$ cat src/rtl/bcs_pkg.sv
package bcs_pkg;

    typedef enum logic [1:0] {
        LEN_2    = 2'd0,
        LEN_4    = 2'd1,
        LEN_8    = 2'd2,
        LEN_PAGE = 2'd3
    } len_code_e;

    typedef enum logic [1:0] {
        ST_IDLE  = 2'd0,
        ST_FIXED = 2'd1,
        ST_PAGE  = 2'd2
    } seq_state_e;

endpackage

$ cat src/rtl/bcs_mask_dec.sv
// Turns a length code into the mask of column bits that move during the burst.
module bcs_mask_dec #(
    parameter int COL_W = 10
) (
    input  logic [1:0]       len_i,
    output logic [COL_W-1:0] mask_o,
    output logic             page_o
);
    import bcs_pkg::*;

    assign page_o = (len_i == LEN_PAGE);

    for (genvar i = 0; i < COL_W; i++) begin : g_bit
        if (i == 0) begin : g_always
            assign mask_o[i] = 1'b1;
        end else if (i < 3) begin : g_low
            assign mask_o[i] = page_o || (len_i >= 2'(i));
        end else begin : g_high
            assign mask_o[i] = page_o;
        end
    end

endmodule

$ cat src/rtl/bcs_beat_ctr.sv
// Beat counter: cleared by a start, advanced once per running beat.
module bcs_beat_ctr #(
    parameter int COL_W = 10
) (
    input  logic             clk,
    input  logic             rst_n,
    input  logic             clear_i,
    input  logic             adv_i,
    input  logic [COL_W-1:0] mask_i,
    output logic [COL_W-1:0] beat_o,
    output logic             at_end_o
);
    logic [COL_W-1:0] beat_q;

    always_ff @(posedge clk or negedge rst_n) begin
        if (!rst_n) begin
            beat_q <= '0;
        end else if (clear_i) begin
            beat_q <= '0;
        end else if (adv_i) begin
            beat_q <= beat_q + 1'b1;
        end
    end

    assign beat_o   = beat_q;
    assign at_end_o = (beat_q == mask_i);

endmodule

$ cat src/rtl/bcs_addr_gen.sv
// Forms the column of one beat from the base column, beat number and block mask.
module bcs_addr_gen #(
    parameter int COL_W = 10
) (
    input  logic [COL_W-1:0] base_i,
    input  logic [COL_W-1:0] beat_i,
    input  logic [COL_W-1:0] mask_i,
    input  logic             ilv_i,
    output logic [COL_W-1:0] col_o
);
    logic [COL_W-1:0] seq_off;
    logic [COL_W-1:0] ilv_off;
    logic [COL_W-1:0] moving;

    always_comb begin
        seq_off = (base_i + beat_i) & mask_i;
        ilv_off = (base_i ^ beat_i) & mask_i;
        moving  = ilv_i ? ilv_off : seq_off;
        col_o   = (base_i & ~mask_i) | moving;
    end

endmodule

$ cat src/rtl/burst_col_seq.sv
module burst_col_seq #(
    parameter int COL_W = 10
) (
    input  logic             clk,
    input  logic             rst_n,
    input  logic             start_i,
    input  logic [COL_W-1:0] start_col_i,
    input  logic [1:0]       len_i,
    input  logic             ilv_i,
    input  logic             term_i,
    output logic [COL_W-1:0] col_o,
    output logic             valid_o,
    output logic             last_o,
    output logic             err_o
);
    import bcs_pkg::*;

    initial begin
        if (COL_W < 3) $error("COL_W must be at least 3");
    end

    seq_state_e       state_q, state_d;
    logic [COL_W-1:0] base_q;
    logic [COL_W-1:0] mask_q;
    logic             ilv_q;
    logic             err_q;

    logic [COL_W-1:0] dec_mask;
    logic             dec_page;
    logic [COL_W-1:0] beat;
    logic             at_end;
    logic             ctr_adv;
    logic [COL_W-1:0] gen_col;

    bcs_mask_dec #(.COL_W(COL_W)) u_mask (
        .len_i  (len_i),
        .mask_o (dec_mask),
        .page_o (dec_page)
    );

    bcs_beat_ctr #(.COL_W(COL_W)) u_ctr (
        .clk      (clk),
        .rst_n    (rst_n),
        .clear_i  (start_i),
        .adv_i    (ctr_adv),
        .mask_i   (mask_q),
        .beat_o   (beat),
        .at_end_o (at_end)
    );

    bcs_addr_gen #(.COL_W(COL_W)) u_addr (
        .base_i (base_q),
        .beat_i (beat),
        .mask_i (mask_q),
        .ilv_i  (ilv_q),
        .col_o  (gen_col)
    );

    // Next state: T_START has priority, then T_DONE / T_TERM, else T_HOLD.
    always_comb begin
        state_d = state_q;
        ctr_adv = 1'b0;
        if (start_i) begin
            state_d = dec_page ? ST_PAGE : ST_FIXED;
        end else begin
            unique case (state_q)
                ST_IDLE: begin
                    state_d = ST_IDLE;
                end
                ST_FIXED: begin
                    if (at_end) state_d = ST_IDLE;
                    else        ctr_adv = 1'b1;
                end
                ST_PAGE: begin
                    if (term_i) state_d = ST_IDLE;
                    else        ctr_adv = 1'b1;
                end
                default: begin
                    state_d = ST_IDLE;
                end
            endcase
        end
    end

    // State register and per-burst parameters.
    always_ff @(posedge clk or negedge rst_n) begin
        if (!rst_n) begin
            state_q <= ST_IDLE;
            base_q  <= '0;
            mask_q  <= '0;
            ilv_q   <= 1'b0;
            err_q   <= 1'b0;
        end else begin
            state_q <= state_d;
            if (start_i) begin
                base_q <= start_col_i;
                mask_q <= dec_mask;
                ilv_q  <= ilv_i && !dec_page;
                err_q  <= ilv_i && dec_page;
            end
        end
    end

    // Outputs.
    always_comb begin
        col_o   = '0;
        valid_o = 1'b0;
        last_o  = 1'b0;
        err_o   = 1'b0;
        unique case (state_q)
            ST_IDLE: begin
                valid_o = 1'b0;
            end
            ST_FIXED: begin
                col_o   = gen_col;
                valid_o = 1'b1;
                last_o  = at_end;
            end
            ST_PAGE: begin
                col_o   = gen_col;
                valid_o = 1'b1;
                last_o  = term_i;
                err_o   = err_q;
            end
            default: begin
                valid_o = 1'b0;
            end
        endcase
    end

endmodule

$ cat config.mk
export PLATFORM = sky130hd
export DESIGN_NAME = burst_col_seq
export DESIGN_NICKNAME = d
export VERILOG_FILES = /design/src/rtl/bcs_pkg.sv /design/src/rtl/bcs_mask_dec.sv /design/src/rtl/bcs_beat_ctr.sv /design/src/rtl/bcs_addr_gen.sv /design/src/rtl/burst_col_seq.sv
export SDC_FILE = /design/constraint.sdc
export NUM_CORES = 1
export LEC_CHECK = 0
export BUFFER_PORTS_ARGS = -buffer_cell sky130_fd_sc_hd__buf_2
export CAP_MARGIN = 20
export CORE_AREA = 10 10 75 77
export CTS_BUF_LIST = sky130_fd_sc_hd__clkbuf_8
export CTS_CLUSTER_SIZE = 14
export DETAILED_ROUTE_END_ITERATION = 8
export DIE_AREA = 0 0 85 87
export PLACE_DENSITY = 0.84
export SETUP_SLACK_MARGIN = 0.15
export SYNTH_ARGS = -nofsm -noshare
export SYNTH_HDL_FRONTEND = slang
export SYNTH_HIERARCHICAL = 1
export SYNTH_SLANG_ARGS = --single-unit
$ cat constraint.sdc
create_clock -name clk -period 2.9 [get_ports clk]
set_input_delay 0.58 -clock clk [delete_from_list [all_inputs] [get_ports clk]]
set_output_delay 0.58 -clock clk [all_outputs]
set_load 0.05 [all_outputs]
==> results by group, run 1 <==
Global route
  – Vias in the first global route: 1979
  – Total grt overflow: 0
  – Initial antenna violation count: 0
  – Largest net degree at the start of global routing: 35
  – Total Routing Usage GR: 0.1575
  – First-pass GRT wire length: 9556 um

Synth
  – Post-Syn Nets: 269
  – Primary FF master, synth: dfrtp_1
  – Post-synth EDFFs: 0
  – Synth cell types: 59
  – Sequential area share after synthesis: 0.3521
  – Warnings from Yosys: 6
  – Syn Inst Count: 238
  – Synthesized area per cell: 10.15 sq um
  – FFs w/ async S/R, synth: 1.000
  – Cell Area, Synth: 0.002416 sq mm
  – Yosys reg bits: 34

Cells and area
  – Nets: 306
  – Layout cells sized above 1: 0.3877
  – Finished Layout Cells: 328
  – Area growth from synthesis to layout: 23.51%
  – Number of diodes: 0
  – Number of fill cells: 296
  – Sequential standard cell area: 853.3 sq um
  – Layout Utilization: 0.7048
  – Area of the multi-input gates: 0.001559 sq mm

Setup path
  – WS Path Type: flop to primary output
  – Buf/Inv on CP: 1
  – Top cell family by delay on the critical path: simple AND/OR/NAND/NOR gates
  – Req. time, crit path: 2.32 ns
  – CP max stage delay: 0.49 ns
  – Critical path's slowest cell: or4b_1
  – Critical path peak fanout: 3
  – CP Cell Sequence: ha_4, a211oi_2, o21ai_2, and3b_4, or4b_1, nand4_1, nor2b_2, buf_6
  – Worst EP arrival: 2.43 ns
  – Critical Path Start Type: flop
  – Crit. End Element: primary output

Clock network
  – Clock buffer depth: 2
  – Num CTS Buffers: 5
  – Clk slew on worst S/H paths: 0.08 ns
  – TritonCTS clock tree: yes
  – H-tree depth: 2
  – CTS root buf: clkbuf_8
  – Sink Count: 34
  – Worst-Skew Late Latency: 0.30 ns

Route
  – Top Metal Used: met4
  – Pre-antenna DRT Iters: 4
  – Avg WL per Cell: 17.45 um
  – Antenna Nets Post-Route: 0
  – Initial detailed-routing violation count: 151
  – Met3 wire length: 297 um
  – Post-Route M1 WL: 2511 um
  – Met2 WL post-DR: 2831 um
  – Vias: 1899
  – Routed WL: 5723 um
  – DRC viols: 0
  – Routed vias/inst: 5.790

Power and ir drop
  – Pwr dens: 506.7 mW/mm^2
  – Peak supply drop: 0.3587 mV
  – Leakage: 1.345 nW

STA
  – Max frequency: 332.6 MHz
  – Period minus WS final: 3.007 ns
  – RSZ-0062 raised after global routing: yes
  – Slew margin rel.: 0.4986
  – Worst-margin pin slew: 0.7520 ns
  – Max-slew violation count: 0
  – Final setup vio count: 3
  – Final Hold Viols: 0
  – Setup_tns: -0.2726 ns
  – Tcrit/Tclk final: 1.037
  – Clock skew: 0.007282 ns
  – Final setup margin: -0.1068 ns

Floorplanning
  – Initial Util: 0.5706
  – FP Rows: 24
  – Die width: 85 um
  – Die height: 87 um
  – Die Area: 0.007395 sq mm
  – # IOs: 30
  – Area of the core: 0.004234 sq mm

Run status
  – Status: finished, violations left
  – Failing checks: negative setup slack

Placed design
  – Placed cell count: 315
  – IO Port Bufs: 29
  – Placed wire-length estimate: 3882 um
  – GPL Wtd Cong: 0.9389

Run
  – Number of max-cap violations: 0

Min path
  – Worst Hold Class: input pin to asynchronous set/reset pin
## final timing paths
check,depth (start not counted),start,slack (ns),endpoint
min,1,rst_n,0.35,u_ctr/beat_o[7]
max reg2reg,9,u_ctr/beat_o[1],0.39,u_ctr/beat_o[9]
max in group asynchronous,1,rst_n,2.03,u_ctr/beat_o[5]
min in group clk,2,start_col_i[8],0.51,base_q[8]
min reg2reg,1,state_q[0],0.51,state_q[0]
max,8,u_ctr/beat_o[1],-0.11,col_o[9]
## logic make-up after synthesis
logic type               synth area share
adder cells (fa/ha/maj)           0.07561
flip-flops                         0.3522
AND/OR/NAND/NOR                    0.1688
buffers and inverters             0.06370
AO/OA/AOI/OAI                      0.1486
multiplexers                       0.1279
other                            0.001552
XOR/XNOR                          0.06162
## power by group
group	internal (W)	switching, W	leakage (nW)
Combinational	0.000185	0.000224	0.845
Clock	0.000367	0.000186	0.0714
Sequential	0.000506	0.0000440	0.428
## cell type report
type,count,area share
Multi-Input combinational cell,180,0.5224
Sequential cell,34,0.2860
Tap cell,52,0.02180
Clock buffer,6,0.02767
Timing Repair Buffer,47,0.1132
Clock inverter,2,0.02013
Inverter,7,0.008805
## cell usage after synthesis, types with 2 or more instances
cell type,instances,area (sq um)
mux2_4,14,210.2
inv_1,7,26.28
and2_1,2,12.51
xnor2_1,12,105.1
a21oi_1,14,70.07
mux2i_1,2,20.02
or3_1,6,37.54
buf_6,2,22.52
nand2b_1,4,25.02
buf_4,8,60.06
a31oi_1,3,18.77
buf_2,2,10.01
nand3b_1,2,15.01
dfrtp_1,34,850.8
a21o_1,2,15.01
or4_1,2,15.01
nand3_1,3,15.01
o31ai_1,2,15.01
nor2_1,17,63.81
nand4_1,4,25.02
o21a_1,2,15.01
clkbuf_1,4,15.01
ha_1,13,162.7
o21ai_0,13,65.06
xor2_1,5,43.79
nand2_1,8,30.03
nor2b_1,13,81.33
mux2_2,7,78.83
## state kept, by name, indices dropped and copies added (netlist names)
register and cells:
base_q 10, state_q 2, err_q 1, u_ctr/beat_o 10, mask_q 10, ilv_q 1
## layer usage
metal | global-route usage | vias up
li1 | - | 916
met1 | 0.1895 | 933
met2 | 0.2589 | 45
met3 | 0.04401 | 5
met4 | 0.06287 | 0
met5 | 0 | -
## placed cells by master (no fill, tap or decap), drive strengths merged, types with 3 or more instances in the layout
master / n
o21ai: 14
clkbuf: 6
and2: 3
nand4: 5
buf: 47
or3: 6
nor2b: 13
ha: 13
nor2: 17
nand3: 3
a21oi: 15
a31oi: 3
xnor2: 12
nand2b: 4
nand2: 8
xor2: 5
dfrtp: 34
a21o: 3
mux2: 21
inv: 7
## per-stage QoR
step	setup WS [ns]	hold slack (ns)	total power (W)	instance area, sq um
after floorplan	-0.01193	0.2844	0.0008217	2444
after global placement	0.06677	0.4956	0.0009019	2624
after detailed placement	-0.01763	0.5013	0.0009098	2624
after CTS	-0.08210	0.3836	0.001498	2935
after global routing	-0.1932	0.4061	0.001576	2984
final	-0.1068	0.3457	0.001512	2984
## what timing repair did
item / 4_1_cts / 5_1_grt
setup buffers: 5 / 0
setup endpoints to repair: 6 / 9
gates resized for setup: 27 / 13
pin swaps: 10 / 4
endpoints found under the hold margin: 0 / 0
hold buffers: 0 / 0
No activity file was read; power rests on OpenSTA's default activity.
==> run 2, diff against run 1 <==
--- a/config.mk
+++ b/config.mk
@@ -5,6 +5,7 @@
 export SDC_FILE = /design/constraint.sdc
 export NUM_CORES = 1
 export LEC_CHECK = 0
+export ABC_AREA = 1
 export BUFFER_PORTS_ARGS = -buffer_cell sky130_fd_sc_hd__buf_2
 export CAP_MARGIN = 20
 export CORE_AREA = 10 10 75 77
@@ -12,7 +13,7 @@
 export CTS_CLUSTER_SIZE = 14
 export DETAILED_ROUTE_END_ITERATION = 8
 export DIE_AREA = 0 0 85 87
-export PLACE_DENSITY = 0.84
+export PLACE_DENSITY = 0.85
 export SETUP_SLACK_MARGIN = 0.15
 export SYNTH_ARGS = -nofsm -noshare
 export SYNTH_HDL_FRONTEND = slang
==> run 2 against run 1 <==
Against the previous run:
- the run now ends clean
- clock skew grew 0.0039 ns
- total power is 17% lower
- wire length rose by 9.2%
- sequential power fell by 1%
- synthesized cell count up 51%
- combinational power decreased by 17%
- die area did not move
- area after synthesis increased by 1.2%
==> results by group, run 2 <==
Run status
  – Status: complete, no violations

Setup path
  – Most Frequent Cell on Critical Path: nand2_1
  – Critical path peak fanout: 4
  – Req. time, crit path: 2.32 ns
  – Crit. End Element: primary output
  – CP max stage delay: 0.44 ns
  – WS Path Type: flop to primary output
  – Critical Path Start Type: flop
  – CP Cell Sequence: ha_4, nand2_2, nor2_1, nand2_1, nand3_2, nand2_1, xor2_1, a21oi_1, inv_1, nor2_2, buf_6
  – Worst EP arrival: 2.20 ns
  – Critical path's slowest cell: dfrtp_1

Global route
  – Initial antenna violation count: 0
  – Largest net degree at the start of global routing: 35
  – First-pass GRT wire length: 9832 um
  – Total grt overflow: 0
  – Vias in the first global route: 2288
  – Total Routing Usage GR: 0.1586

Cells and area
  – Area growth from synthesis to layout: 21.44%
  – Number of fill cells: 321
  – Commonest cells after routing, fill and taps aside: nand2_1, inv_1, nor2_1
  – Finished Layout Cells: 448
  – Area of the multi-input gates: 0.001453 sq mm
  – Most common cell after layout, fill and taps aside: nand2_1
  – Number of diodes: 0
  – Sequential standard cell area: 860.8 sq um
  – Nets: 426
  – Layout cells sized above 1: 0.2399

Power and ir drop
  – Peak supply drop: 0.3583 mV
  – Leakage: 1.575 nW
  – Pwr dens: 420.3 mW/mm^2

Synth
  – Yosys reg bits: 34
  – Post-synthesis mux area share: 0.004606
  – Post-synthesis simple-gate area fraction: 0.3449
  – Cell Area, Synth: 0.002445 sq mm
  – Synth area leaders: dfrtp_1, nand2_1, inv_1
  – Syn Inst Count: 359
  – Most numerous cell in the Yosys netlist: nand2_1
  – Primary FF master, synth: dfrtp_1
  – Post-synthesis xor/xnor area fraction: 0.04299
  – Warnings from Yosys: 6
  – FFs w/ async S/R, synth: 1.000
  – Area leader, netlist: dfrtp_1
  – Synth cell count leaders: nand2_1, inv_1, dfrtp_1
  – Synthesized area per cell: 6.810 sq um
  – Synth cell types: 29
  – Synth Area in Compound Gates: 0.06295
  – Main combinational cell family by area after synthesis: simple AND/OR/NAND/NOR gates
  – Synth Area in Adders: 0.07472
  – Post-synth EDFFs: 0
  – Post-Syn Nets: 390
  – Sequential area share after synthesis: 0.3480
  – Top-area cell type share of the netlist area: 0.3480

Floorplanning
  – # IOs: 30
  – FP Rows: 24
  – Die width: 85 um
  – Die Area: 0.007395 sq mm
  – Initial Util: 0.5774
  – Area of the core: 0.004234 sq mm
  – Die height: 87 um

Route
  – Pre-antenna DRT Iters: 5
  – Routed WL: 6248 um
  – Vias: 2348
  – Antenna Nets Post-Route: 0
  – Routed vias/inst: 5.241
  – Initial detailed-routing violation count: 175
  – DRC viols: 0
  – Avg WL per Cell: 13.95 um

STA
  – Max frequency: 359.5 MHz
  – RSZ-0062 raised after global routing: yes
  – Worst-margin pin slew: 0.7647 ns
  – Final setup vio count: 0
  – Max-slew violation count: 0
  – Hold Worst Slack: 0.3534 ns
  – Clock skew: 0.01121 ns
  – Final Hold Viols: 0
  – Final setup margin: 0.1185 ns
  – Tcrit/Tclk final: 0.9592
  – Period minus WS final: 2.782 ns
  – Slew margin rel.: 0.4902

Placed design
  – Placed wire-length estimate: 3924 um
  – Placed cell count: 428
  – GPL Wtd Cong: 0.8949
  – Setup WS pre-CTS: 0.2799 ns
  – IO Port Bufs: 29

Run
  – Number of max-cap violations: 0

Clock network
  – TritonCTS clock tree: yes
  – Num CTS Buffers: 5
  – CTS root buf: clkbuf_8
  – Worst-Skew Late Latency: 0.30 ns
  – Clock buffer depth: 2
  – Sink Count: 34
  – Post-CTS Hold Buffers: 0
  – H-tree depth: 2
  – Clk slew on worst S/H paths: 0.08 ns

Min path
  – Worst Hold Class: input pin to asynchronous set/reset pin
run 2: routing by layer:
metal	track usage	up-vias	part of all wire
met5	0	-	0
met4	0.05689	0	0.030
met3	0.03652	19	0.052
met2	0.2929	80	0.51
met1	0.1718	1089	0.41
li1	-	1160	-
run 2: power by group:
group          total (W)  internal [W]  switching (W)
combinational   0.000338      0.000118       0.000220
sequential      0.000542      0.000503      0.0000383
clock           0.000368      0.000188       0.000180
run 2: metrics by stage:
| stage | total power, W | instance area, sq um | utilization | setup TNS, ns |
|---|---|---|---|---|
| floorplan | 0.0007605 | 2447 | - | 0 |
| global placement | 0.0008263 | 2585 | 0.6105 | 0 |
| detailed placement | 0.0008338 | 2585 | 0.6105 | 0 |
| CTS | 0.001214 | 2750 | 0.6495 | 0 |
| global route | 0.001307 | 2969 | 0.7012 | -0.1165 |
| finish | 0.001248 | 2969 | 0.7012 | 0 |
run 2: logic make-up (layout without fill, tap and decap cells):
logic type	Yosys count	in the layout
fa+ha+maj	14	14
compound gates	27	27
simple gates	202	202
mux	1	1
other cells	1	1
flops	34	34
xor+xnor	12	12
buf+inv	68	105
run 2: path summary, 6_finish.rpt:
kind	startpoint	endpoint	slack, ns	cells after the start
min in group clk	start_col_i[6]	base_q[6]	0.47	3
setup / recovery	base_q[4]	col_o[5]	0.12	11
hold reg to reg	base_q[9]	base_q[9]	0.50	2
setup reg to reg	u_ctr/beat_o[1]	u_ctr/beat_o[2]	0.69	15
hold / removal	rst_n	base_q[5]	0.35	1
max in group asynchronous	rst_n	base_q[1]	2.01	1
run 2: cell type report:
cell class | instances | share of cell area
repair buffers | 44 | 0.1011
flip-flops and latches | 34 | 0.2899
multi-input cells | 257 | 0.4893
inverters | 53 | 0.06700
clock inverters | 2 | 0.002950
well taps | 52 | 0.02191
clock buffers | 6 | 0.02781
run 2: timing repair:
action | CTS | global route
setup buffers | 1 | 11
endpoints found under the setup margin | 6 | 8
gates resized for setup | 13 | 32
hold endpoints to repair | 0 | 0
pin swaps | 0 | 9
run 2: worst max-delay path: cells and delay by family (launching register included):
kind	cells	cell delay, ns
simple gates	6	0.60
flops	1	0.44
xor+xnor	1	0.18
compound gates	1	0.14
fa+ha+maj	1	0.32
buf+inv	2	0.23
==> run 3, diff against run 2 <==
--- a/config.mk
+++ b/config.mk
@@ -8,14 +8,13 @@
 export ABC_AREA = 1
 export BUFFER_PORTS_ARGS = -buffer_cell sky130_fd_sc_hd__buf_2
 export CAP_MARGIN = 20
-export CORE_AREA = 10 10 75 77
+export CORE_AREA = 10 10 74 76
 export CTS_BUF_LIST = sky130_fd_sc_hd__clkbuf_8
 export CTS_CLUSTER_SIZE = 14
 export DETAILED_ROUTE_END_ITERATION = 8
-export DIE_AREA = 0 0 85 87
-export PLACE_DENSITY = 0.85
+export DIE_AREA = 0 0 84 86
+export PLACE_DENSITY = 0.79
 export SETUP_SLACK_MARGIN = 0.15
 export SYNTH_ARGS = -nofsm -noshare
 export SYNTH_HDL_FRONTEND = slang
-export SYNTH_HIERARCHICAL = 1
 export SYNTH_SLANG_ARGS = --single-unit
==> constraint.sdc (replaced) <==
create_clock -name clk -period 2.2 [get_ports clk]
set_input_delay 0.44 -clock clk [delete_from_list [all_inputs] [get_ports clk]]
set_output_delay 0.44 -clock clk [all_outputs]
set_load 0.05 [all_outputs]
==> run 3 against run 2 <==
Against the previous run:
- sequential share of layout area down 4.4 points
- synthesized cell count shrank 16%
- critical path type unchanged
- non-clock buffer count is 20 higher
- critical endpoint is now col_o[8]
- clock power is 18% higher
- die area down 2.3%
- worst setup slack got worse by 0.55 ns
- global-route usage up 1.5 points
- final cell count decreased by 8.5%
- wire length up 2.7%
- clock-buffer cell count fell by 3
- the run now ends with negative setup slack left
- core utilization up 2.1 points
==> results by group, run 3 <==
Run status
  – Status: finished, violations left
  – Failing checks: negative setup slack

Synth
  – Post-synthesis simple-gate area fraction: 0.3378
  – Post-synth EDFFs: 0
  – Main combinational cell family by area after synthesis: simple AND/OR/NAND/NOR gates
  – Synth cell types: 25
  – Synth Area in Adders: 0.08278
  – Warnings from Yosys: 0
  – Primary FF master, synth: dfrtp_1
  – Synth Area in Compound Gates: 0.1041
  – Synthesized area per cell: 6.830 sq um
  – FFs w/ async S/R, synth: 1.000
  – Synth cell count leaders: nand2_1, inv_1, dfrtp_1
  – Top-area cell type share of the netlist area: 0.3408
  – Most numerous cell in the Yosys netlist: nand2_1
  – Yosys reg bits: 28
  – Post-synthesis xor/xnor area fraction: 0.03408
  – Synth area leaders: dfrtp_1, nand2_1, ha_1
  – Sequential area share after synthesis: 0.3408
  – Syn Inst Count: 301
  – Cell Area, Synth: 0.002056 sq mm
  – Post-Syn Nets: 331
  – Area leader, netlist: dfrtp_1
  – Post-synthesis mux area share: 0

Floorplanning
  – # IOs: 30
  – Initial Util: 0.5176
  – Die width: 84 um
  – Die height: 86 um
  – FP Rows: 23
  – Die Area: 0.007224 sq mm
  – Area of the core: 0.003971 sq mm

Global route
  – Largest net degree at the start of global routing: 29
  – Total grt overflow: 0
  – Total Routing Usage GR: 0.1737
  – First-pass GRT wire length: 10480 um
  – Vias in the first global route: 2218
  – Initial antenna violation count: 0

Cells and area
  – Area growth from synthesis to layout: 39.44%
  – Layout cells sized above 1: 0.3361
  – Number of diodes: 0
  – Commonest cells after routing, fill and taps aside: nand2_1, buf_4, inv_1
  – Nets: 391
  – Finished Layout Cells: 410
  – Most common cell after layout, fill and taps aside: nand2_1

STA
  – Final setup margin: -0.4314 ns
  – Max-slew violation count: 0
  – Worst-margin pin slew: 0.6662 ns
  – Clock skew: 0.002166 ns
  – Final setup vio count: 9
  – Tcrit/Tclk final: 1.196
  – Slew margin rel.: 0.5558
  – RSZ-0062 raised after global routing: yes
  – Final Hold Viols: 0
  – Period minus WS final: 2.631 ns
  – Max frequency: 380.0 MHz

Clock network
  – Num CTS Buffers: 3
  – Clock buffer depth: 2
  – Post-CTS Hold Buffers: 0
  – Worst-Skew Late Latency: 0.29 ns
  – CTS root buf: clkbuf_8
  – H-tree depth: 1
  – Clk slew on worst S/H paths: 0.11 ns
  – Sink Count: 28
  – TritonCTS clock tree: yes

Placed design
  – Setup WS pre-CTS: -0.1862 ns
  – IO Port Bufs: 29
  – Placed wire-length estimate: 4169 um
  – GPL Wtd Cong: 0.8272
  – Placed cell count: 398

Setup path
  – Reg-to-reg setup timing slack: 0.47 ns
  – WS Path Type: flop to primary output
  – Worst EP arrival: 2.19 ns
  – Critical path peak fanout: 2
  – Critical Path Start Type: flop
  – Reg2reg path depth: 10
  – Crit. End Element: primary output
  – Req. time, crit path: 1.76 ns

Power and ir drop
  – Share of power burned in registers: 0.368
  – Leakage: 1.499 nW
  – Pint: 0.001014 W
  – Sw Share: 0.3621
  – Clk pwr share: 0.273
  – Peak supply drop: 0.4092 mV
  – Pwr dens: 554.5 mW/mm^2
  – Psw: 0.0005755 W
  – Logic pwr share: 0.360

Route
  – Initial detailed-routing violation count: 220
  – Pre-antenna DRT Iters: 4
  – Avg WL per Cell: 15.65 um
  – Vias: 2235
  – Routed WL: 6415 um
  – Antenna Nets Post-Route: 0
  – DRC viols: 0
  – Routed vias/inst: 5.451

Min path
  – Worst Hold Class: input pin to asynchronous set/reset pin

Run
  – Number of max-cap violations: 0
## run 3: changes by cell type in the layout (fill, tap and decap cells not counted), sizes merged, moves of 5 or more
cell    delta
clkbuf     -5
o21ai     +12
buf       +22
dfrtp      -6
nand2     -43
nor2      -12
nand4      +9
inv       -14
## run 3: repair_timing
item                                    4_1_cts  5_1_grt
setup buffers                                 2        6
gates resized for setup                      41       22
gates cloned                                  0        1
pin swaps                                     9       11
hold endpoints to repair                      0        0
endpoints found under the setup margin       12       12
## run 3: cell type report
| type | count | area [sq um] |
|---|---|---|
| tap | 50 | 62.56 |
| multi-input combinational | 223 | 1355 |
| inverter | 40 | 152.6 |
| sequential | 28 | 705.7 |
| fill | 315 | 1105 |
| timing repair buffer | 64 | 511.7 |
| clock inverter | 1 | 30.03 |
| timing repair inverter | 1 | 7.507 |
| clock buffer | 3 | 41.29 |
## run 3: final timing paths
path / end / start
hold reg to reg: base_q[5] / base_q[5]
setup / recovery: col_o[8] / base_q[0]
hold / removal: base_q[5] / rst_n
min in group clk: base_q[5] / start_col_i[5]
max in group asynchronous: mask_q[3] / rst_n
setup reg to reg: u_ctr.beat_o[9] / u_ctr.beat_o[6]
## run 3: per-stage QoR
step	util	hold slack [ns]	total power, W	instance area (sq um)	setup TNS (ns)
after CTS	0.6865	0.1963	0.001518	2726	-2.136
after global placement	0.6352	0.4767	0.001036	2522	-0.1713
after detailed placement	0.6352	0.5047	0.001047	2522	-0.4836
after global routing	0.7218	0.2201	0.001654	2867	-3.663
after floorplan	-	0.1444	0.0008899	2148	-0.02041
final	0.7218	0.1657	0.001590	2867	-2.810
## run 3: power by group through the flow
stage | logic (W) | registers, W | clock network [W]
2_1_floorplan | 0.000308 | 0.000582 | 0
3_3_place_gp | 0.000450 | 0.000586 | 0
3_5_place_dp | 0.000458 | 0.000588 | 0
4_1_cts | 0.000516 | 0.000579 | 0.000423
5_1_grt | 0.000615 | 0.000588 | 0.000450
6_report | 0.000572 | 0.000584 | 0.000433
## run 3: per-layer routing
metal | wire length, um | GRT usage | up-vias
met1 | 2487 | 0.2054 | 1021
met4 | 288 | 0.07002 | 0
li1 | - | - | 1083
met3 | 498 | 0.02744 | 26
met5 | 0 | 0 | -
met2 | 3140 | 0.3059 | 105
## run 3: worst max-delay path, stage by stage (launching register included)
cell	delay, ns
dfrtp_1	0.42
ha_4	0.16
inv_2	0.04
fa_2	0.36
inv_2	0.08
nand3_4	0.08
a21oi_4	0.15
nand2_1	0.08
nand3_2	0.08
nand3_2	0.06
nand2_2	0.07
nor2_2	0.05
nor2_4	0.12
buf_8	0.15
## run 3: cell families after synthesis
kind of cell,Yosys count
AO/OA/AOI/OAI,40
adder cells (fa/ha/maj),13
XOR/XNOR,8
flip-flops,28
AND/OR/NAND/NOR,162
buffers and inverters,50
